--- config.mk ---
export PLATFORM = sky130hd
export DESIGN_NAME = framedShifterTop
export DESIGN_NICKNAME = d
export VERILOG_FILES = /design/src/rtl/shifterPkg.sv /design/src/rtl/shiftCtrl.sv /design/src/rtl/shiftDatapath.sv /design/src/rtl/framedShifterTop.sv
export SDC_FILE = /design/constraint.sdc
export NUM_CORES = 1
export LEC_CHECK = 0
export CORE_MARGIN = 2
export CORE_UTILIZATION = 45
export CTS_CLUSTER_DIAMETER = 100
export DETAILED_ROUTE_END_ITERATION = 8
export DONT_BUFFER_PORTS = 1
export MAX_ROUTING_LAYER = met4
export PLACE_DENSITY = 0.67
export SYNTH_ARGS = -nofsm -noshare
export SYNTH_HDL_FRONTEND = slang
export SYNTH_SLANG_ARGS = --single-unit
--- constraint.sdc ---
create_clock -name clk -period 1.31 [get_ports clk]
set_input_delay 0 -clock clk [delete_from_list [all_inputs] [get_ports clk]]
set_output_delay 0 -clock clk [all_outputs]
set_load 0.02 [all_outputs]
--- src/rtl/shifterPkg.sv ---
package shifterPkg;

  // Strobes from control to datapath; exactly one is high per cycle.
  typedef struct packed {
    logic clear;
    logic load;
    logic shift;
  } shiftCmd_t;

endpackage

--- src/rtl/shiftCtrl.sv ---
module shiftCtrl
  import shifterPkg::*;
#(
  parameter int WORD_W = 16,
  localparam int CNT_W = $clog2(WORD_W)
) (
  input  logic             clk,
  input  logic             rst,
  input  logic             loadStrobe,
  output shiftCmd_t        cmd,
  output logic [CNT_W-1:0] bitCount,
  output logic             chipSelN,
  output logic             wordDone
);

  localparam logic [CNT_W-1:0] LAST_POS = CNT_W'(WORD_W - 1);

  logic atLast;

  always_comb begin
    cmd.clear = rst;
    cmd.load  = !rst && loadStrobe;
    cmd.shift = !rst && !loadStrobe;
  end

  assign atLast = (bitCount == LAST_POS);

  // Bit position counter
  always_ff @(posedge clk) begin
    if (cmd.clear) begin
      bitCount <= '0;
    end else if (cmd.load) begin
      bitCount <= '0;
    end else if (atLast) begin
      bitCount <= '0;
    end else begin
      bitCount <= bitCount + CNT_W'(1);
    end
  end

  // Frame outputs decoded from the counter value seen at the edge
  always_ff @(posedge clk) begin
    if (rst) begin
      chipSelN <= 1'b1;
      wordDone <= 1'b0;
    end else if (atLast) begin
      chipSelN <= 1'b1;
      wordDone <= 1'b1;
    end else begin
      chipSelN <= 1'b0;
      wordDone <= 1'b0;
    end
  end

endmodule

--- src/rtl/shiftDatapath.sv ---
module shiftDatapath
  import shifterPkg::*;
#(
  parameter int WORD_W = 16
) (
  input  logic              clk,
  input  shiftCmd_t         cmd,
  input  logic [WORD_W-1:0] dataIn,
  output logic [WORD_W-1:0] shiftWord
);

  // Single driver for the shift register
  always_ff @(posedge clk) begin
    if (cmd.clear) begin
      shiftWord <= '0;
    end else if (cmd.load) begin
      shiftWord <= dataIn;
    end else if (cmd.shift) begin
      shiftWord <= {shiftWord[WORD_W-2:0], 1'b0};
    end
  end

endmodule

--- src/rtl/framedShifterTop.sv ---
module framedShifterTop
  import shifterPkg::*;
#(
  parameter int WORD_W = 16
) (
  input  logic              clk,
  input  logic              rst,
  input  logic              loadStrobe,
  input  logic [WORD_W-1:0] dataIn,
  output logic              serialOut,
  output logic              chipSelN,
  output logic              wordDone
);

  localparam int CNT_W = $clog2(WORD_W);

  shiftCmd_t         cmd;
  logic [CNT_W-1:0]  bitCount;
  logic [WORD_W-1:0] shiftWord;

  shiftCtrl #(.WORD_W(WORD_W)) uCtrl (
    .clk        (clk),
    .rst        (rst),
    .loadStrobe (loadStrobe),
    .cmd        (cmd),
    .bitCount   (bitCount),
    .chipSelN   (chipSelN),
    .wordDone   (wordDone)
  );

  shiftDatapath #(.WORD_W(WORD_W)) uPath (
    .clk       (clk),
    .cmd       (cmd),
    .dataIn    (dataIn),
    .shiftWord (shiftWord)
  );

  assign serialOut = shiftWord[WORD_W-1];

endmodule

---- Word level (Yosys, flattened, before mapping) ----
Cells that the tools add are included.
word-level totals
  input port bits ......................... 19
  flip-flop bits (word level) ............. 22
  output and inout bits ................... 3
operators by class
  reductions and logical operators ........ 6
  eq/ne operators ......................... 1
  add/subtract/negate cells ............... 1
  mux-type cells .......................... 3
operator list
  cell                                          count
  two-way mux 16 bit                            2
  adder 4 x 1 -> 4 bit (second input constant)  1
  == test 4 bit (second input constant)         1
  OR reduction 3 bit                            1
  logical AND 1 bit                             2
  logical NOT 1 bit                             2
  nonzero test 2 bit                            1
  two-way mux 1 bit                             1

---- Logic depth before layout (Yosys ltp) ----
Gate-level depths: netlist (run 1).
  word-level depth ........................ 4
  depth in mapped cells ................... 4

---- Cells and area by module ----
From an unflattened synthesis (run 1), not the netlist that was laid out.
unflattened totals
  cell total of the unflattened synthesis .. 92
  area total of the unflattened synthesis .. 979.7 µm²
modules (own cells, without submodules)
  module         seq. area each (µm²)  times used  area each (µm²)  cells each
  shiftDatapath  320.3                 1           764.5            71
  shiftCtrl      120.1                 1           215.2            21

---- Worst setup path before layout (run 1) ----
No wires, ideal clock.
  path type ............................... register -> register
  start ................................... reg uCtrl.bitCount[0]
  end ..................................... reg uCtrl.bitCount[1]
  library setup time ...................... 0.116 ns
  path slack .............................. 0.403 ns
  cell stages (with the launch flop) ...... 4
  buffers on the path ..................... 0
  data required time ...................... 1.194 ns
  arrival ................................. 0.792 ns
  cells stage by stage .................... dfxtp_1 ha_1 nand3_1 and3_1
on the way
  cells in the longest elaborated chain, start to end .. 2
  elaborated cells between the ends (all ways) .. 3
ends and longest elaborated chain
  item                                                          RTL line         source
  start, declared                                               shiftCtrl.sv:11  output logic [CNT_W-1:0] bitCount,
  start signal, assigned                                        shiftCtrl.sv:37  bitCount <= bitCount + CNT_W'(1);
  branches (longest 2 deep; another with adder 4 x 1 -> 4 bit)  --
Parallel ways; which one is timed is not known.
A chain may end at the register's enable or synchronous reset.

---- Final worst setup path (run 1) ----
  start ................................... reg uPath.shiftWord[10]
  end ..................................... reg uPath.shiftWord[11]
on the way
  cells in the longest elaborated chain, start to end .. 2
ends and longest elaborated chain
  item                    RTL line             source
  start, declared         shiftDatapath.sv:9   output logic [WORD_W-1:0] shiftWord
  start signal, assigned  shiftDatapath.sv:17  shiftWord <= dataIn;
  start signal, assigned  shiftDatapath.sv:19  shiftWord <= {shiftWord[WORD_W-2:0], 1'b0};
  two-way mux 16 bit      shiftDatapath.sv:18  end else if (cmd.shift) begin
  two-way mux 16 bit      shiftDatapath.sv:16  end else if (cmd.load) begin
Every way passes these cells. The select of a mux whose other input is x is not followed.

==> flow_metrics.tcl, run 1 <==
set metrics [dict create \
    synthesis.instances 71 \
    portBuffers 0 \
    yosys_warnings 0 \
    io_pins 22 \
    synth_compound_area_share_pct 0 \
    via_per_inst 4.77 \
    synth_xor_area_share_pct 2.27 \
    cts_buffers 3 \
    synth_cell_type_count 14 \
    maxSlewHeadroom_pct 54.2 \
    drc 0 \
    hpwl_microns 739 \
    grt_pass1_wl_microns 2500 \
    synthMuxAreaShare_pct 19.4 \
    critPathTopFamily "buffers and inverters" \
    drv_slew 0 \
    worst_setup_path_start_kind "flop" \
    crit_slowest_cell "dlygate4sd3_1" \
    track_usage_pct 18.2 \
    worst_ep_required_time_ns 1.48 \
    yosysSeqAreaShare_pct 57.1 \
    globalplace.congestion 0.618 \
    seqPwrFrac_pct 58.1 \
    path_cells "mux2i_1 -> dlygate4sd3_1 -> nor2_1" \
    place_ws_ns 0.327 \
    irDropWorstVdd_mv 0.769 \
    top_usage_layer "met2" \
    hold_path_class "in2reg" \
    cp_slowest_stage_delay_ns 0.59 \
    worst_pin_slew_ns 0.684 \
    ant_nets 0 \
    cp_num_cells 3 \
    synth.avg_cell_area_sq_um 10.9 \
    h-tree-depth 1 \
    core_sq_um 1560 \
    cts.path.max_buffers 2 \
    place_area_sq_um 751 \
    fin_tns_setup_ns 0 \
    post-cts-setup-buffers 0 \
    cts_tree "done" \
    r2r_cells 3 \
    grt_max_degree 21 \
    timing.final.ws_setup_ns 0.114 \
    n_antenna_cell 0 \
    synth.top_cells.by_area "dfxtp_1, mux2i_1, nor2_1" \
    synth_top_family_by_area "multiplexers" \
    grt_setup_unrepaired "false" \
    min_period_over_period_pct 91.3 \
    drtIter0Drc 3 \
    yosysTopAreaCellShare_pct 57.1 \
    power.switching_uw 251 \
    holdWs_ns 0.350 \
    grt_overflow 0 \
    wire_per_inst_microns 12.4 \
    syn_area_sq_um 772 \
    outcome "finished clean" \
    fmax_mhz 836 \
    netSwitchingFraction_pct 20.4 \
    dieArea_sq_um 2060 \
    yosys.area.top_type "dfxtp_1" \
    cp_data_arrival_time_ns 1.36 \
    min_period_ns 1.20 \
    fp-row-count 14 \
    num_vias 572 \
    power_density_nw_per_um2 1100 \
    crit_buf_inv 1 \
    setup_viol 0 \
    final_layout_size_suffix_gt1_share_pct 3.85 \
    cts_resized 0 \
    end_kind "flop" \
    whs_path_depth 3 \
    worstSetupPathType "reg2reg" \
    syn-num-nets 91 \
    use_met2_pct 32.7 \
    final_util_pct 71.7 \
    syn_to_final_growth_pct 44.7 \
    insertion_delay_ns 0.29 \
    wl_microns 1490 \
    maxCapViolations 0 \
    grtUsageMet1_pct 18.6 \
    root_buffer "clkbuf_4" \
    stdcell_area_sq_um 1120 \
    drt_first_pass_iters 4 \
    first_global_vias 583 \
    p_leak_nw 0.481 \
    synth-simple-area-share_pct 14.3 \
    die_w_microns 45.4 \
    antenna_found_initial 0 \
    synth-seq-cells 22 \
    initial_core_util_pct 49.5 \
    nNetsFinal 125 \
    clock_skew_ns 0.00264 \
    critPathMaxFanout 1 \
    die_h_microns 45.4 \
    share_comb_of_total_power_pct 12.7 \
    hold_violations 0 \
    internal_power_uw 981 \
    synthAdderAreaFrac_pct 1.62 \
    path_clk_slew_ns 0.12 \
    clkPwrFrac_pct 29.1 \
    grtUsageMet3_pct 3.57 \
    clkSinkCount 22 \
]
-- Yosys cell counts --
cell type  number
buf_12          1
xnor2_1         1
buf_6           1
nand2_1         2
nor3_1          1
and3_1          1
ha_1            1
xor2_1          1
dfxtp_1        22
mux2i_1        15
nand2b_1        1
nor2_1         20
nand3_1         2
buf_2           2
-- power groups by stage --
stage / Sequential [mW] / Combinational [mW] / Clock, mW
detailed placement: 0.730 / 0.0499 / 0
global route: 0.719 / 0.171 / 0.409
floorplan: 0.728 / 0.0720 / 0
CTS: 0.716 / 0.153 / 0.373
global placement: 0.730 / 0.0485 / 0
finish: 0.716 / 0.157 / 0.359
-- cell usage in the layout, fill, tap and decap left out --
master and instances:
nor3_1 1, clkbuf_4 3, nand2b_1 1, dfxtp_1 22, mux2i_1 15, nor2_1 20
and3_1 1, nand3_1 2, xnor2_1 1, dlygate4sd3_1 33, xor2_1 1, ha_1 1
clkbuf_8 1, nand2_1 2
-- layout make-up --
type                       count  area (sq um)
tap                           16          20.0
fill                         112           442
sequential                    22           440
clock buffer                   4          36.3
multi-input combinational     45           290
timing repair buffer          33           330
-- routing by layer --
layer  vias up  part of all wire [%]
li1        294                     -
met1       265                    39
met2        13                    59
met3         0                   2.1
met4         0                     0
met5         -                     0
-- per-stage QoR --
| step | std cells | power [mW] |
|---|---|---|
| 2_1_floorplan | 71 | 0.800 |
| 3_3_place_gp | 83 | 0.779 |
| 3_5_place_dp | 83 | 0.780 |
| 4_1_cts | 120 | 1.24 |
| 5_1_grt | 120 | 1.30 |
| 6_report | 120 | 1.23 |
-- worst paths after layout --
path | from | endpoint | slack (ns)
max | uPath.shiftWord[10] | uPath.shiftWord[11] | 0.11
min | loadStrobe | uPath.shiftWord[0] | 0.35
max reg2reg | uPath.shiftWord[10] | uPath.shiftWord[11] | 0.11
min reg2reg | uCtrl.bitCount[0] | uCtrl.bitCount[0] | 0.45
-- cell families (layout without fill, tap and decap cells) --
kind of cell / Yosys count / count (layout)
buf+inv: 4 / 37
fa+ha+maj: 1 / 1
simple gates: 27 / 27
xor+xnor: 2 / 2
mux: 15 / 15
flops: 22 / 22
-- registers in the layout, indices dropped and copies added (netlist names) --
signal and flops:
uPath.shiftWord 16, uCtrl.bitCount 4, uCtrl.chipSelN 1, uCtrl.wordDone 1
-- tightest hold or removal path: stages --
cell	delay, ns
nand2_1	0.04
dlygate4sd3_1	0.54
nor2_1	0.04
-- what timing repair did --
| action | CTS | global route |
|---|---|---|
| endpoints found under the setup margin | 0 | 0 |
| hold endpoints to repair | 22 | 0 |
| hold buffers | 33 | 0 |
No activity file was read; power rests on OpenSTA's default activity.
==> run 2: changes to the inputs <==
Settings changed: PLACE_DENSITY 0.67 to default, PLACE_DENSITY_LB_ADDON from default to 0.1, SETUP_SLACK_MARGIN from default to 0.15.
==> flow_metrics.tcl, run 2 (synthesis results as in run 1) <==
set metrics [dict create \
    maxSlewHeadroom_pct 53.2 \
    worst_pin_slew_ns 0.702 \
    fp-row-count 14 \
    p_leak_nw 0.433 \
    top_layer "met4" \
    clkSinkCount 22 \
    post-cts-setup-buffers 0 \
    portBuffers 0 \
    h-tree-depth 1 \
    initial_core_util_pct 49.5 \
    cts_buffers 3 \
    grt_pass1_wl_microns 2100 \
    wire_per_inst_microns 12.0 \
    fillers 142 \
    path_cells "ha_1 -> nand3_1 -> and3_1" \
    fin_tns_setup_ns 0 \
    cts_tree "done" \
    grt_max_degree 21 \
    hpwl_microns 706 \
    reg_top3 "uPath.shiftWord: 16 flops, uCtrl.bitCount: 4 flops" \
    worst_setup_path_start_kind "flop" \
    min_from "loadStrobe" \
    cts.path.max_buffers 2 \
    drtIter0Drc 2 \
    worstSetupPathType "reg2reg" \
    hold_violations 19 \
    cp_slowest_stage_delay_ns 0.37 \
    globalplace.congestion 0.684 \
    multi_input_area_sq_um 290 \
    maxCapViolations 0 \
    final_common_cell "dfxtp_1" \
    io_pins 22 \
    seq_area_sq_um 440 \
    setup_viol 0 \
    largest_reg_flops 16 \
    violations "negative hold slack" \
    min_period_ns 0.992 \
    insertion_delay_ns 0.29 \
    antenna_found_initial 0 \
    hold_buffers 22 \
    grt_overflow 0 \
    die_h_microns 45.4 \
    worst_ep_required_time_ns 1.50 \
    min_to "uCtrl.bitCount[2]" \
    grt_setup_unrepaired "false" \
    wl_met1_microns 585 \
    top_register "uPath.shiftWord" \
    root_buffer "clkbuf_4" \
    irDropWorstVdd_mv 0.649 \
    min_period_over_period_pct 75.7 \
    timing.rr.end "uCtrl.bitCount[1]" \
    num_vias 503 \
    core_sq_um 1560 \
    final_layout_size_suffix_gt1_share_pct 3.41 \
    nNetsFinal 110 \
    holdWs_ns -0.222 \
    cp_data_arrival_time_ns 1.18 \
    whs_path_depth 1 \
    crit_slowest_cell "dfxtp_1" \
    via_per_inst 4.84 \
    place_area_sq_um 751 \
    drv_slew 0 \
    drc 0 \
    die_w_microns 45.4 \
    dieArea_sq_um 2060 \
    n_antenna_cell 0 \
    ant_nets 0 \
    fmax_mhz 1010 \
    critPathMaxFanout 4 \
    wl_microns 1250 \
    end_kind "flop" \
    stdcell_area_sq_um 956 \
    first_global_vias 518 \
    timing.rr.start "uCtrl.bitCount[0]" \
    outcome "complete, but fails checks" \
    hold_path_class "in2reg" \
    wl_met2_microns 590 \
    syn_to_final_growth_pct 23.8 \
    wl_met3_microns 52 \
    power_density_nw_per_um2 1150 \
    final_cell_mix "dfxtp_1, nor2_1, dlygate4sd3_1, mux2i_1, clkbuf_4" \
    reg2reg_slack_ns 0.32 \
    drt_first_pass_iters 3 \
    path_clk_slew_ns 0.11 \
    track_usage_pct 15.2 \
    r2r_cells 3 \
    clock_skew_ns 0.000740 \
]
-- run 2: changes by cell type in the layout (fill, tap and decap cells not counted) --
| cell | before | now |
|---|---|---|
| dlygate4sd3_1 | 33 | 17 |
| clkbuf_8 | 1 | 0 |
| dlymetal6s4s_1 | 0 | 1 |
-- run 2: critical path: cells and delay by family (launching register included) --
kind	cells	cell delay (ns)
fa+ha+maj	1	0.20
flops	1	0.37
simple gates	2	0.33
-- run 2: cell type report --
type	instances	area share (%)
sequential	22	46.1
timing repair buffer	18	19.1
clock buffer	3	2.36
tap	16	2.09
multi-input combinational	45	30.4
-- run 2: repair_timing --
action	4_1_cts	5_1_grt
hold endpoints to repair	22	19
resized for setup	0	1
setup endpoints to repair	0	7
-- run 2: through the flow --
| stage | util [%] | hold slack (ns) | setup slack (ns) | power, mW | std cells |
|---|---|---|---|---|---|
| global placement | 48.2 | 0.0739 | 0.375 | 0.779 | 83 |
| global route | 61.3 | -0.247 | 0.282 | 1.16 | 104 |
| CTS | 63.7 | -0.240 | 0.174 | 1.13 | 108 |
| finish | 61.3 | -0.222 | 0.318 | 1.10 | 104 |
| detailed placement | 48.2 | 0.0754 | 0.334 | 0.780 | 83 |
| floorplan | - | 0.114 | 0.403 | 0.800 | 71 |
-- run 2: routing by layer --
layer  track usage (%)  vias up
li1                  -      270
met1              15.8      220
met3              3.57        2
met4              8.82        0
met5                 -        -
met2              25.9       11
-- run 2: worst max-delay path by stage --
stage / cells after the start / to / slack, ns / startpoint
after detailed placement: 3 / uCtrl.bitCount[1] / 0.33 / uCtrl.bitCount[0]
after CTS: 3 / uPath.shiftWord[5] / 0.17 / uPath.shiftWord[4]
final: 3 / uCtrl.bitCount[1] / 0.32 / uCtrl.bitCount[0]
after global routing: 3 / uCtrl.bitCount[1] / 0.28 / uCtrl.bitCount[0]
after global placement: 3 / uCtrl.bitCount[1] / 0.37 / uCtrl.bitCount[0]
after floorplan: 3 / uCtrl.bitCount[1] / 0.40 / uCtrl.bitCount[0]
-- run 2: power by group --
group          switching (mW)  total (mW)  leakage (nW)  internal, mW
Sequential             0.0139       0.715         0.181         0.701
Clock                   0.174       0.281        0.0138         0.107
Combinational          0.0346       0.102         0.238        0.0674
==> run 3: changes to the inputs <==
Clock period 1.31 ns to 0.95 ns, I/O delays scaled along.
==> flow_metrics.tcl, run 3 (synthesis results as in run 1) <==
set metrics [dict create \
    grt_max_degree 21 \
    worst_ep_required_time_ns 1.16 \
    p_leak_nw 0.363 \
    first_global_vias 434 \
    final_common_cell "nor2_1" \
    h-tree-depth 1 \
    wire_per_inst_microns 12.8 \
    maxSlewHeadroom_pct 86.3 \
    die_w_microns 45.4 \
    drc 0 \
    crit_buf_inv 0 \
    grt_pass1_wl_microns 1970 \
    min_period_ns 0.833 \
    min_period_over_period_pct 87.7 \
    instances_no_fill 88 \
    cp_num_cells 3 \
    worstSetupPathType "reg2reg" \
    top_register "uPath.shiftWord" \
    crit_start "uCtrl.bitCount[0]" \
    portBuffers 0 \
    netSwitchingFraction_pct 19.8 \
    core_sq_um 1560 \
    dieArea_sq_um 2060 \
    wl_microns 1130 \
    end_kind "flop" \
    setup_viol 0 \
    fin_tns_setup_ns 0 \
    n_antenna_cell 0 \
    fmax_mhz 1200 \
    io_pins 22 \
    clkPwrFrac_pct 32.0 \
    drv_slew 0 \
    critPathMaxFanout 4 \
    timing.rr.end "uCtrl.bitCount[1]" \
    stdcell_area_sq_um 826 \
    nNetsFinal 93 \
    maxCapViolations 0 \
    globalplace.congestion 0.585 \
    final_layout_size_suffix_gt1_share_pct 12.5 \
    cp_slowest_stage_delay_ns 0.37 \
    timing.rr.start "uCtrl.bitCount[0]" \
    critPathTopFamily "flip-flops" \
    cts_buffers 3 \
    via_per_inst 5.14 \
    ant_nets 0 \
    worst_setup_path_start_kind "flop" \
    reg_top3 "uPath.shiftWord: 16 flops, uCtrl.bitCount: 4 flops" \
    antenna_found_initial 0 \
    grt_setup_unrepaired "true" \
    root_buffer "clkbuf_4" \
    share_comb_of_total_power_pct 4.6 \
    track_usage_pct 14.5 \
    seqPwrFrac_pct 63.4 \
    hold_buffers 1 \
    whs_path_depth 1 \
    syn_to_final_growth_pct 6.97 \
    crit_slowest_cell "dfxtp_2" \
    power_density_nw_per_um2 1890 \
    initial_core_util_pct 49.5 \
    insertion_delay_ns 0.30 \
    drtIter0Drc 0 \
    drt_first_pass_iters 1 \
    r2r_cells 3 \
    place_area_sq_um 771 \
    path_clk_slew_ns 0.11 \
    place_ws_ns 0.113 \
    violations "negative hold slack" \
    reg2reg_slack_ns 0.12 \
    largest_reg_flops 16 \
    path_cells "ha_4 -> nand3_4 -> and3_1" \
    holdWs_ns -0.253 \
    clkSinkCount 22 \
    crit_end "uCtrl.bitCount[1]" \
    clock_skew_ns 0.00365 \
    die_h_microns 45.4 \
    internal_power_mw 1.25 \
    hold_violations 21 \
    timing.final.ws_setup_ns 0.117 \
    hold_path_class "in2reg" \
    irDropWorstVdd_mv 1.10 \
    outcome "complete, but fails checks" \
    cts_tree "done" \
    grt_overflow 0 \
    post-place-cells 83 \
    final_cell_mix "nor2_1, dfxtp_1, mux2i_1, clkbuf_4, dfxtp_2" \
    cts.path.max_buffers 2 \
    power.switching_uw 309 \
    fp-row-count 14 \
    worst_pin_slew_ns 0.205 \
    num_vias 452 \
    cp_data_arrival_time_ns 1.04 \
]
==> run 3: cell type report <==
cell class | count | area [sq um]
Multi-Input combinational cell | 45 | 315
Fill cell | 149 | 733
Timing Repair Buffer | 1 | 10.0
Clock buffer | 4 | 36.3
Tap cell | 16 | 20.0
Sequential cell | 22 | 444
==> run 3: worst reg2reg max path, stage by stage, from the launching register on <==
cell	delay (ns)
dfxtp_2	0.37
ha_4	0.15
nand3_4	0.07
and3_1	0.15
==> run 3: how the worst min path moves through the flow <==
stage          slack, ns            endpoint  startpoint
2_1_floorplan       0.11  uPath.shiftWord[0]   dataIn[0]
3_3_place_gp        0.07  uPath.shiftWord[0]         rst
3_5_place_dp        0.08  uPath.shiftWord[0]         rst
4_1_cts            -0.27   uCtrl.bitCount[2]         rst
5_1_grt            -0.28   uCtrl.bitCount[2]         rst
6_report           -0.25   uCtrl.bitCount[2]  loadStrobe
==> run 3: repair_timing <==
item / in CTS / in global routing
gates resized for setup: 2 / 0
buffers inserted: 0 / 0
endpoints found under the hold margin: 22 / 21
endpoints found under the setup margin: 4 / 4
==> run 3: routing by layer <==
layer  vias up  wire (microns)  global-route usage, %  part of all wire [%]
li1        233               -                      -                     -
met2        18             462                   18.6                    41
met5         -               0                      -                     0
met1       199             537                   17.5                    48
met4         0              13                   7.06                   1.2
met3         2             113                   8.73                    10
==> run 3: power by group through the flow <==
stage               clock, mW  combinational, mW  sequential, mW
CTS                     0.535             0.0737           0.989
finish                  0.498             0.0722           0.988
floorplan                   0              0.100            1.01
global placement            0             0.0683            1.01
detailed placement          0             0.0704            1.01
global route            0.558             0.0846           0.993
==> run 3: metrics by stage <==
step / hold WS (ns) / utilization [%] / total power [mW]
after global placement: 0.0747 / 49.4 / 1.08
after detailed placement: 0.0763 / 49.4 / 1.08
final: -0.253 / 53.0 / 1.56
after CTS: -0.272 / 53.0 / 1.60
after global routing: -0.281 / 53.0 / 1.64
after floorplan: 0.114 / - / 1.11
